`src/rtl/rxq_pkg.sv`:
```
package rxq_pkg;

    typedef enum logic [1:0] {
        OCC_EMPTY   = 2'd0,
        OCC_PARTIAL = 2'd1,
        OCC_FULL    = 2'd2
    } occ_state_t;

    typedef struct packed {
        logic brk;
        logic frm;
        logic par;
    } err_tag_t;

    typedef struct packed {
        err_tag_t   tag;
        logic [7:0] data;
    } rx_entry_t;

    function automatic int trig_level(input logic [1:0] sel);
        unique case (sel)
            2'd0: return 1;
            2'd1: return 4;
            2'd2: return 8;
            default: return 14;
        endcase
    endfunction

    function automatic logic [7:0] wlen_mask(input logic [1:0] sel);
        return 8'hFF >> (2'd3 - sel);
    endfunction

endpackage

```
`src/rtl/rxq_store.sv`:
```
module rxq_store
    import rxq_pkg::*;
#(
    parameter int DEPTH = 16,
    localparam int AW = $clog2(DEPTH)
) (
    input  logic          clk,
    input  logic          rst_n,
    input  logic          wr_en,
    input  logic [AW-1:0] wr_ptr,
    input  rx_entry_t     wr_entry,
    input  logic [AW-1:0] rd_ptr,
    input  logic          tag_clr,
    output rx_entry_t     rd_entry
);

    rx_entry_t slots [DEPTH];

    always_ff @(posedge clk or negedge rst_n) begin
        if (!rst_n) begin
            for (int i = 0; i < DEPTH; i++) begin
                slots[i] <= '0;
            end
        end else begin
            // A tag is cleared only at a non-empty head; a write lands on a
            // free slot, so both never target the same slot together.
            if (wr_en) begin
                slots[wr_ptr] <= wr_entry;
            end
            if (tag_clr) begin
                slots[rd_ptr].tag <= '0;
            end
        end
    end

    assign rd_entry = slots[rd_ptr];

endmodule

```
`src/rtl/rxq_occ_fsm.sv`:
```
module rxq_occ_fsm
    import rxq_pkg::*;
#(
    parameter int DEPTH = 16,
    localparam int AW = $clog2(DEPTH),
    localparam int CW = $clog2(DEPTH + 1)
) (
    input  logic          clk,
    input  logic          rst_n,
    input  logic          push_req,
    input  logic          pop_req,
    input  logic          flush,
    output logic          wr_en,
    output logic          pop_en,
    output logic          reject,
    output logic [AW-1:0] wr_ptr,
    output logic [AW-1:0] rd_ptr,
    output logic [CW-1:0] count,
    output occ_state_t    state
);

    localparam logic [CW-1:0] FULL_CNT = CW'(DEPTH);
    localparam logic [AW-1:0] LAST_IDX = AW'(DEPTH - 1);

    occ_state_t    state_q, state_d;
    logic [CW-1:0] count_q;
    logic [AW-1:0] wptr_q, rptr_q;

    // outputs of the occupancy machine
    always_comb begin
        wr_en  = push_req && !flush && (state_q != OCC_FULL);
        pop_en = pop_req  && !flush && (state_q != OCC_EMPTY);
        reject = push_req && !flush && (state_q == OCC_FULL);
    end

    // next state
    always_comb begin
        state_d = state_q;
        if (flush) begin
            state_d = OCC_EMPTY;                                   // FLUSH
        end else begin
            unique case (state_q)
                OCC_EMPTY: begin
                    if (wr_en) state_d = OCC_PARTIAL;              // FILL
                end
                OCC_PARTIAL: begin
                    if (wr_en && !pop_en && count_q == FULL_CNT - 1'b1)
                        state_d = OCC_FULL;                        // TOP_OFF
                    else if (pop_en && !wr_en && count_q == CW'(1))
                        state_d = OCC_EMPTY;                       // DRAIN
                end
                OCC_FULL: begin
                    if (pop_en) state_d = OCC_PARTIAL;             // RELEASE
                end
                default: state_d = OCC_EMPTY;
            endcase
        end
    end

    // state register
    always_ff @(posedge clk or negedge rst_n) begin
        if (!rst_n) begin
            state_q <= OCC_EMPTY;
        end else begin
            state_q <= state_d;
        end
    end

    // pointers and count
    always_ff @(posedge clk or negedge rst_n) begin
        if (!rst_n) begin
            count_q <= '0;
            wptr_q  <= '0;
            rptr_q  <= '0;
        end else if (flush) begin
            count_q <= '0;
            wptr_q  <= '0;
            rptr_q  <= '0;
        end else begin
            count_q <= count_q + CW'(wr_en) - CW'(pop_en);
            if (wr_en)  wptr_q <= (wptr_q == LAST_IDX) ? '0 : wptr_q + 1'b1;
            if (pop_en) rptr_q <= (rptr_q == LAST_IDX) ? '0 : rptr_q + 1'b1;
        end
    end

    assign wr_ptr = wptr_q;
    assign rd_ptr = rptr_q;
    assign count  = count_q;
    assign state  = state_q;

endmodule

```
`src/rtl/rxq_status.sv`:
```
module rxq_status
    import rxq_pkg::*;
(
    input  logic     clk,
    input  logic     rst_n,
    input  logic     push_seen,
    input  logic     reject,
    input  logic     flush,
    input  logic     last_pop,
    input  err_tag_t merge_tag,
    input  logic     lsr_rd,
    output logic     dr,
    output logic     oe,
    output logic     pe,
    output logic     fe,
    output logic     bi,
    output logic     qerr,
    output logic     tmo_pulse
);

    always_ff @(posedge clk or negedge rst_n) begin
        if (!rst_n) begin
            dr        <= 1'b0;
            oe        <= 1'b0;
            pe        <= 1'b0;
            fe        <= 1'b0;
            bi        <= 1'b0;
            qerr      <= 1'b0;
            tmo_pulse <= 1'b0;
        end else begin
            if (flush)          dr <= 1'b0;
            else if (push_seen) dr <= 1'b1;
            else if (last_pop)  dr <= 1'b0;

            if (reject)         oe <= 1'b1;
            else if (lsr_rd)    oe <= 1'b0;

            if (merge_tag.par)  pe <= 1'b1;
            else if (lsr_rd)    pe <= 1'b0;

            if (merge_tag.frm)  fe <= 1'b1;
            else if (lsr_rd)    fe <= 1'b0;

            if (merge_tag.brk)  bi <= 1'b1;
            else if (lsr_rd)    bi <= 1'b0;

            if (reject || (|merge_tag)) qerr <= 1'b1;
            else if (lsr_rd)            qerr <= 1'b0;

            tmo_pulse <= push_seen;
        end
    end

endmodule

```
`src/rtl/rxq_tagged_fifo.sv`:
```
module rxq_tagged_fifo
    import rxq_pkg::*;
#(
    parameter int DEPTH = 16
) (
    input  logic       clk,
    input  logic       rst_n,
    input  logic       rx_push,
    input  logic [7:0] rx_char,
    input  logic [2:0] rx_err,
    input  logic [1:0] wlen_sel,
    input  logic       rbr_rd,
    input  logic       lsr_rd,
    input  logic       rx_flush,
    input  logic [1:0] trig_sel,
    input  logic       thr_empty,
    input  logic       tx_empty,
    output logic [7:0] rbr_data,
    output logic [7:0] lsr_val,
    output logic       trig_hit,
    output logic       tmo_restart
);

    localparam int AW = $clog2(DEPTH);
    localparam int CW = $clog2(DEPTH + 1);

    logic          wr_en, pop_en, reject;
    logic [AW-1:0] wr_ptr, rd_ptr;
    logic [CW-1:0] occ_count;
    occ_state_t    occ_state;
    rx_entry_t     new_entry, head_entry;
    err_tag_t      merge_tag;
    logic          tag_clr, last_pop, push_seen;
    logic          st_dr, st_oe, st_pe, st_fe, st_bi, st_qerr;

    always_comb begin
        new_entry.data = rx_char & wlen_mask(wlen_sel);
        new_entry.tag  = err_tag_t'(rx_err);
    end

    rxq_occ_fsm #(.DEPTH(DEPTH)) u_occ (
        .clk      (clk),
        .rst_n    (rst_n),
        .push_req (rx_push),
        .pop_req  (rbr_rd),
        .flush    (rx_flush),
        .wr_en    (wr_en),
        .pop_en   (pop_en),
        .reject   (reject),
        .wr_ptr   (wr_ptr),
        .rd_ptr   (rd_ptr),
        .count    (occ_count),
        .state    (occ_state)
    );

    rxq_store #(.DEPTH(DEPTH)) u_store (
        .clk      (clk),
        .rst_n    (rst_n),
        .wr_en    (wr_en),
        .wr_ptr   (wr_ptr),
        .wr_entry (new_entry),
        .rd_ptr   (rd_ptr),
        .tag_clr  (tag_clr),
        .rd_entry (head_entry)
    );

    // head-tag merge and event decode
    always_comb begin
        merge_tag = (occ_state != OCC_EMPTY) ? head_entry.tag : '0;
        tag_clr   = |merge_tag;
        push_seen = rx_push && !rx_flush;
        last_pop  = pop_en && !wr_en && (occ_count == CW'(1));
    end

    rxq_status u_stat (
        .clk       (clk),
        .rst_n     (rst_n),
        .push_seen (push_seen),
        .reject    (reject),
        .flush     (rx_flush),
        .last_pop  (last_pop),
        .merge_tag (merge_tag),
        .lsr_rd    (lsr_rd),
        .dr        (st_dr),
        .oe        (st_oe),
        .pe        (st_pe),
        .fe        (st_fe),
        .bi        (st_bi),
        .qerr      (st_qerr),
        .tmo_pulse (tmo_restart)
    );

    // block outputs
    always_comb begin
        rbr_data = (occ_state != OCC_EMPTY) ? head_entry.data : 8'h00;
        lsr_val  = {st_qerr, tx_empty, thr_empty, st_bi, st_fe, st_pe, st_oe, st_dr};
        trig_hit = int'(occ_count) >= trig_level(trig_sel);
    end

endmodule

```
`config.mk`:
```
export PLATFORM = sky130hd
export DESIGN_NAME = rxq_tagged_fifo
export DESIGN_NICKNAME = d
export VERILOG_FILES = /design/src/rtl/rxq_pkg.sv /design/src/rtl/rxq_store.sv /design/src/rtl/rxq_occ_fsm.sv /design/src/rtl/rxq_status.sv /design/src/rtl/rxq_tagged_fifo.sv
export SDC_FILE = /design/constraint.sdc
export NUM_CORES = 1
export LEC_CHECK = 0
export BUFFER_PORTS_ARGS = -buffer_cell sky130_fd_sc_hd__buf_2
export CAP_MARGIN = 30
export CORE_MARGIN = 1.5
export CORE_UTILIZATION = 36
export CTS_CLUSTER_SIZE = 40
export DETAILED_ROUTE_END_ITERATION = 6
export SYNTH_ARGS = -nofsm -noshare
export SYNTH_HDL_FRONTEND = slang
export SYNTH_SLANG_ARGS = --single-unit
```
`constraint.sdc`:
```
create_clock -name clk -period 2.7 [get_ports clk]
set_input_delay 0.27 -clock clk [delete_from_list [all_inputs] [get_ports clk]]
set_output_delay 0.27 -clock clk [all_outputs]
set_load 0.005 [all_outputs]
```
==> flow_summary.yaml, run 1 <==
grt:
  grt_overflow: 0
  antenna_found_initial: 0
  first_global_vias: 6507
  grt_max_degree: 59
  grt_pass1_wl_um: 37700
  grt.total_usage_pct: 17.6
yosys:
  ys_warn_count: 0
  synth-xor-area-share_pct: 0.455
  synth-simple-area-share_pct: 6.78
  synthFlopType: "dfrtp_1"
  synth_compound_area_share_pct: 7.65
  yosysSeqAreaShare_pct: 51.5
  synth_edf_count: 0
  synth_top_family_by_area: "multiplexers"
  syn-instance-count: 761
  synth_nets: 805
  async_flop_share_pct: 100
  synth_mux_area_share_pct: 26.6
  avgSynthCellArea_sq_um: 12.6
  synth-adder-area-share_pct: 2.81
  ys_seq_elements: 198
  syn_area_sq_um: 9620
  synth_cell_types: 39
clock_network:
  htree_levels: 4
  numCtsBuffers: 17
  clkTransAtPathRegs_ns: 0.07
  cts.path.max_buffers: 2
  clockRootBuffer: "clkbuf_16"
  cts_tree: "built"
  insertion_delay_ns: 0.43
  clock_sinks: 198
setup_path:
  critPathRequiredTime_ns: 2.43
  path_class: "flip-flop to output pin"
  cp_slowest_cell: "mux4_2"
  reg2reg_from: "u_occ.rd_ptr[0]$_DFFE_PN0P_"
  cp-start-kind: "flip-flop"
  critical_path_buf_inv_count: 3
  max_stage_delay_ns: 0.54
  cp_max_fo: 5
  worstSetupEndpointType: "output pin"
  path_cells: "buf_12, buf_12, mux4_2, mux4_2, and2_4, buf_6"
  crit_path_start: "u_occ.rd_ptr[0]$_DFFE_PN0P_"
  cp.arrival_ns: 2.41
  critical-path-top-delay-family: "multiplexers"
sta:
  min_period_ns: 2.68
  relSlewSlack_pct: 54.6
  worstMarginPinSlew_ns: 0.680
  rsz0062_at_grt: "true"
  setup_viol: 0
  fin_crit_sh_pct: 99.2
  final.setup.worst_slack_ns: 0.0208
  skew_ns: 0.0111
  finalHoldViolCount: 0
  fmax_mhz: 373
  slew_viol_final: 0
  tns_ns: 0
power:
  p_total_mw: 7.08
  vdd.ir_drop.worst_mv: 0.418
  p_sw_mw: 1.91
  power.density_nw_per_um2: 635
  p_clk_share_pct: 34.9
  swShare_pct: 27.0
  intPower_mw: 5.17
  p_seq_share_pct: 48.0
  combPwrFrac_pct: 17.1
  cellLeakagePower_nw: 5.39
detailed_routing:
  ant_nets: 0
  viasPerCell: 5.39
  drc: 2
  drt_iter0_markers: 466
  first_pass_iters: 7
  wl_per_cell_um: 20.3
  dr_total_vias: 6186
  routed_wl_um: 23300
cells_and_area:
  post-route-util_pct: 42.7
  insertedDiodeCount: 0
  layoutNonFillerInstCount: 1148
  areaGrowthSynthToFinish_pct: 16.0
  nets: 845
  drive_above_1_share_pct: 32.8
place:
  dp.cells: 1107
  gp_congestion: 0.797
  dpl.hpwl_um: 15000
  io_buffers: 36
  dp_slack_ns: 0.182
floorplan:
  initial_core_util_pct: 36.8
  die_h_um: 166
  core_area_sq_um: 26100
  die_w_um: 166
  die-area_sq_um: 27700
  floorplan.io_pins: 41
  row_count: 59
worst_hold_path:
  hp-class: "primary input to flip-flop"
  min_from: "rx_push"
run_status:
  outcome: "finished, violations left"
  failed_checks: "design-rule violations"
job:
  cap_viol_max_count: 0
==> metal layers <==
| layer | share of wire, % | global-route usage [%] |
|---|---|---|
| met4 | 1.7 | 4.55 |
| met1 | 47 | 24.7 |
| met2 | 48 | 28.3 |
| met5 | 0 | 0 |
| met3 | 3.7 | 3.21 |
==> synthesized netlist by cell type, types with 3 or more instances <==
master	count	share of area (%)
dfrtp_1	198	51
mux2_2	79	9.2
nand2_1	59	2.3
o21ai_0	54	2.8
mux4_2	50	12
mux2i_1	48	5.0
clkbuf_1	42	1.6
a31oi_1	37	2.4
nand3_1	25	1.3
a21oi_1	24	1.2
ha_1	20	2.6
inv_1	19	0.74
nor2_1	16	0.62
and2_1	9	0.59
buf_2	9	0.47
buf_4	8	0.62
nor2b_1	8	0.52
buf_1	7	0.27
and3_1	5	0.33
nand4_1	5	0.33
a22o_1	4	0.36
buf_6	4	0.47
xor2_1	4	0.36
a22oi_1	3	0.23
nand2b_1	3	0.20
==> worst min-delay path, stage by stage <==
cell and delay, ns:
buf_2 0.11, inv_1 0.09, a21oi_1 0.07
==> power by group through the flow <==
stage               clock, mW  sequential, mW  combinational (mW)
floorplan                   0            3.39               0.837
global placement            0            3.45                1.11
detailed placement          0            3.45                1.13
CTS                      2.53            3.40                1.17
global route             2.65            3.43                1.33
finish                   2.47            3.40                1.21
==> worst paths after layout <==
path                            slack, ns  cells after the start                           end
worst min register to register       0.48                      2                     flip-flop
min in group asynchronous            0.40                      2      u_occ.count[2]$_DFF_PN0_
worst max-delay path                 0.02                      6                   rbr_data[4]
worst max register to register       0.15                      9  u_store.slots[142]$_DFF_PN0_
worst min-delay path                 0.16                      3         u_stat.dr$_DFFE_PN0P_
max in group asynchronous            1.54                      3    asynchronous set/reset pin
==> what timing repair did <==
action | in CTS | in global routing
setup endpoints to repair | 8 | 54
cloned | 2 | 1
gates resized for setup | 6 | 17
hold endpoints to repair | 54 | 0
pin swaps | 0 | 1
buffers inserted | 7 | 0
hold buffers | 1 | 0
==> kinds of logic (layout without fill, tap and decap cells) <==
group                    Yosys count  count (layout)
AO/OA/AOI/OAI                    129             129
XOR/XNOR                           5               5
adder cells (fa/ha/maj)           21              21
buffers and inverters             89             141
flip-flops                       198             198
multiplexers                     180             180
AND/OR/NAND/NOR                  139             139
==> final cells by class <==
class / instances / area [sq um]
timing repair buffer: 91 / 827
fill: 2420 / 15000
multi-input combinational: 474 / 4320
sequential: 198 / 4960
tap: 335 / 419
clock inverter: 10 / 95.1
clock buffer: 21 / 470
inverter: 19 / 71.3
==> per-stage QoR <==
stage               instance area, sq um  hold slack, ns
global placement                   10400           0.293
floorplan                           9620         -0.0256
global route                       11200           0.164
detailed placement                 10400           0.295
CTS                                11100           0.152
finish                             11200           0.165
==> cells in the final DEF, fill, tap and decap left out, types with 3 or more instances in the layout <==
cell,n
nand2b_1,3
nor2_1,16
a31oi_2,3
nand4_1,5
and2_4,7
nor2b_1,8
o21ai_0,54
buf_2,28
a31oi_1,34
mux4_2,50
nand3_1,24
dfrtp_1,196
clkbuf_16,18
mux2_2,79
buf_12,11
buf_6,8
buf_4,40
mux2i_1,48
xor2_1,4
clkbuf_8,4
a22o_1,4
inv_6,3
and3_1,5
inv_1,19
a21oi_1,24
ha_1,20
clkinv_2,3
nand2_1,59
(Power assumes the default switching activity.)
==> run 2: changes to the inputs <==
==> constraint.sdc (replaced) <==
create_clock -name clk -period 3.4 [get_ports clk]
set_input_delay 0.34 -clock clk [delete_from_list [all_inputs] [get_ports clk]]
set_output_delay 0.34 -clock clk [all_outputs]
set_load 0.005 [all_outputs]
==> run 2 against run 1 <==
The run still ends with design-rule violations left. Clock skew rose by 0.0033 ns. First-iteration DRC count fell by 27%. Combinational power fell by 29%. Die area did not move. Global-route usage fell by 0.26 points. Highest routed layer unchanged. Via count fell by 1.5%. Setup slack improved by 0.30 ns. Clock power fell by 20%. Sequential power fell by 21%. Sequential share of layout area rose by 1.6 points. Non-clock buffer count fell by 21.
==> flow_summary.yaml, run 2 (synthesis gave the netlist of run 1 again) <==
cells_and_area:
  nets: 824
  fillers: 2448
  layoutNonFillerInstCount: 1128
  insertedDiodeCount: 0
  most-common-layout-cells: "dfrtp_1 (196), mux2_2 (79), nand2_1 (59)"
  multi_input_comb_area_sq_um: 4270
  areaGrowthSynthToFinish_pct: 12.0
  seq_area_sq_um: 4960
  finalInstanceArea_sq_um: 10800
  post-route-util_pct: 41.2
  drive_above_1_share_pct: 29.6
  final_common_cell: "dfrtp_1"
floorplan:
  die_w_um: 166
  row_count: 59
  die-area_sq_um: 27700
  die_h_um: 166
  core_area_sq_um: 26100
  floorplan.io_pins: 41
  initial_core_util_pct: 36.8
place:
  placed_cell_area_sq_um: 10200
  gp_congestion: 0.793
  io_buffers: 36
  dp.cells: 1095
  dpl.hpwl_um: 14200
sta:
  worstMarginPinSlew_ns: 0.949
  rsz0062_at_grt: "false"
  tns_ns: 0
  fmax_mhz: 325
  min_period_ns: 3.08
  relSlewSlack_pct: 36.5
  fin_crit_sh_pct: 90.6
  slew_viol_final: 0
  setup_viol: 0
  finalHoldViolCount: 0
  skew_ns: 0.0144
grt:
  grt_pass1_wl_um: 37000
  grt_overflow: 0
  first_global_vias: 6301
  grt.total_usage_pct: 17.3
  grt_max_degree: 79
  antenna_found_initial: 0
power:
  vdd.ir_drop.worst_mv: 0.336
  power.density_nw_per_um2: 513
  cellLeakagePower_nw: 5.21
clock_network:
  htree_levels: 4
  clockRootBuffer: "clkbuf_16"
  numCtsBuffers: 17
  clkTransAtPathRegs_ns: 0.08
  cts_tree: "built"
  insertion_delay_ns: 0.45
  clock_sinks: 198
  cts.path.max_buffers: 2
setup_path:
  worstSetupEndpointType: "output pin"
  cp_max_fo: 14
  path_class: "flip-flop to output pin"
  critPathRequiredTime_ns: 3.06
  cp.arrival_ns: 2.74
  cp-start-kind: "flip-flop"
worst_hold_path:
  hp-class: "primary input to flip-flop"
detailed_routing:
  routed_wl_um: 22700
  ant_nets: 0
  viasPerCell: 5.40
  wl_per_cell_um: 20.1
  drt_iter0_markers: 342
  dr_total_vias: 6093
  drc: 4
  first_pass_iters: 7
job:
  cap_viol_max_count: 0
run_status:
  outcome: "finished, violations left"
  failed_checks: "design-rule violations"
run 2: changes by cell type in the layout (fill, tap and decap cells not counted), moves of 2 or more:
cell	previous run	this run
a31oi_1	34	37
a31oi_2	3	0
and2_1	2	9
and2_4	7	0
buf_12	11	4
buf_2	28	35
buf_4	40	29
buf_6	8	0
clkbuf_8	4	1
clkinv_8	0	2
inv_8	0	4
run 2: final cells by class:
cell class                      count  area share, %
Tap cell                          335           3.89
Inverter                           19          0.662
Multi-Input combinational cell    474           39.6
Sequential cell                   198           46.0
Clock inverter                     15           1.31
Timing Repair Buffer               70           4.61
Clock buffer                       17           3.95
run 2: per-stage QoR:
step | worst slack, ns | hold WS, ns | power [mW]
finish | 0.320 | 0.204 | 5.53
global route | 0.192 | 0.226 | 5.81
CTS | 0.254 | 0.192 | 5.58
detailed placement | 0.717 | 0.435 | 3.61
global placement | 0.757 | 0.435 | 3.59
floorplan | 0.743 | 0.0444 | 3.36
run 2: what timing repair did:
action,in CTS,in global routing
gates resized for setup,0,0
hold buffers,1,0
endpoints found under the setup margin,0,0
hold endpoints to repair,76,0
setup buffers,0,0
run 2: critical path, cell delays in order, from the launching register on:
cell     delay, ns
dfrtp_2       0.62
buf_4         0.36
mux4_2        0.56
mux4_2        0.46
and2_1        0.17
buf_2         0.12
run 2: layer usage:
metal  vias to the layer above  GRT usage [%]  share of wire, %
met1                      3152           24.7                48
met2                       107           26.8                47
met5                         -              0                 0
met4                         0           5.18               1.3
li1                       2813              -                 -
met3                        21           3.42               3.6
run 2: path summary, 6_finish.rpt:
| kind | start | end | slack [ns] | cells after the start |
|---|---|---|---|---|
| worst max-delay path | u_occ.rd_ptr[0]$_DFFE_PN0P_ | rbr_data[5] | 0.32 | 5 |
| worst min-delay path | rx_push | u_stat.dr$_DFFE_PN0P_ | 0.20 | 3 |
| worst max register to register | u_occ.rd_ptr[0]$_DFFE_PN0P_ | u_store.slots[175]$_DFF_PN0_ | 0.70 | 6 |
| worst min register to register | flip-flop | flip-flop | 0.48 | 2 |
| max in group asynchronous | rst_n | asynchronous set/reset pin | 2.10 | 3 |
| min in group asynchronous | rst_n | u_occ.count[0]$_DFF_PN0_ | 0.50 | 2 |
run 2: where the power goes:
part	internal (mW)	switching, mW	leakage [nW]
sequential	2.57	0.129	2.69
combinational	0.401	0.460	2.25
clock	0.971	1.00	0.273
total	3.94	1.59	5.21
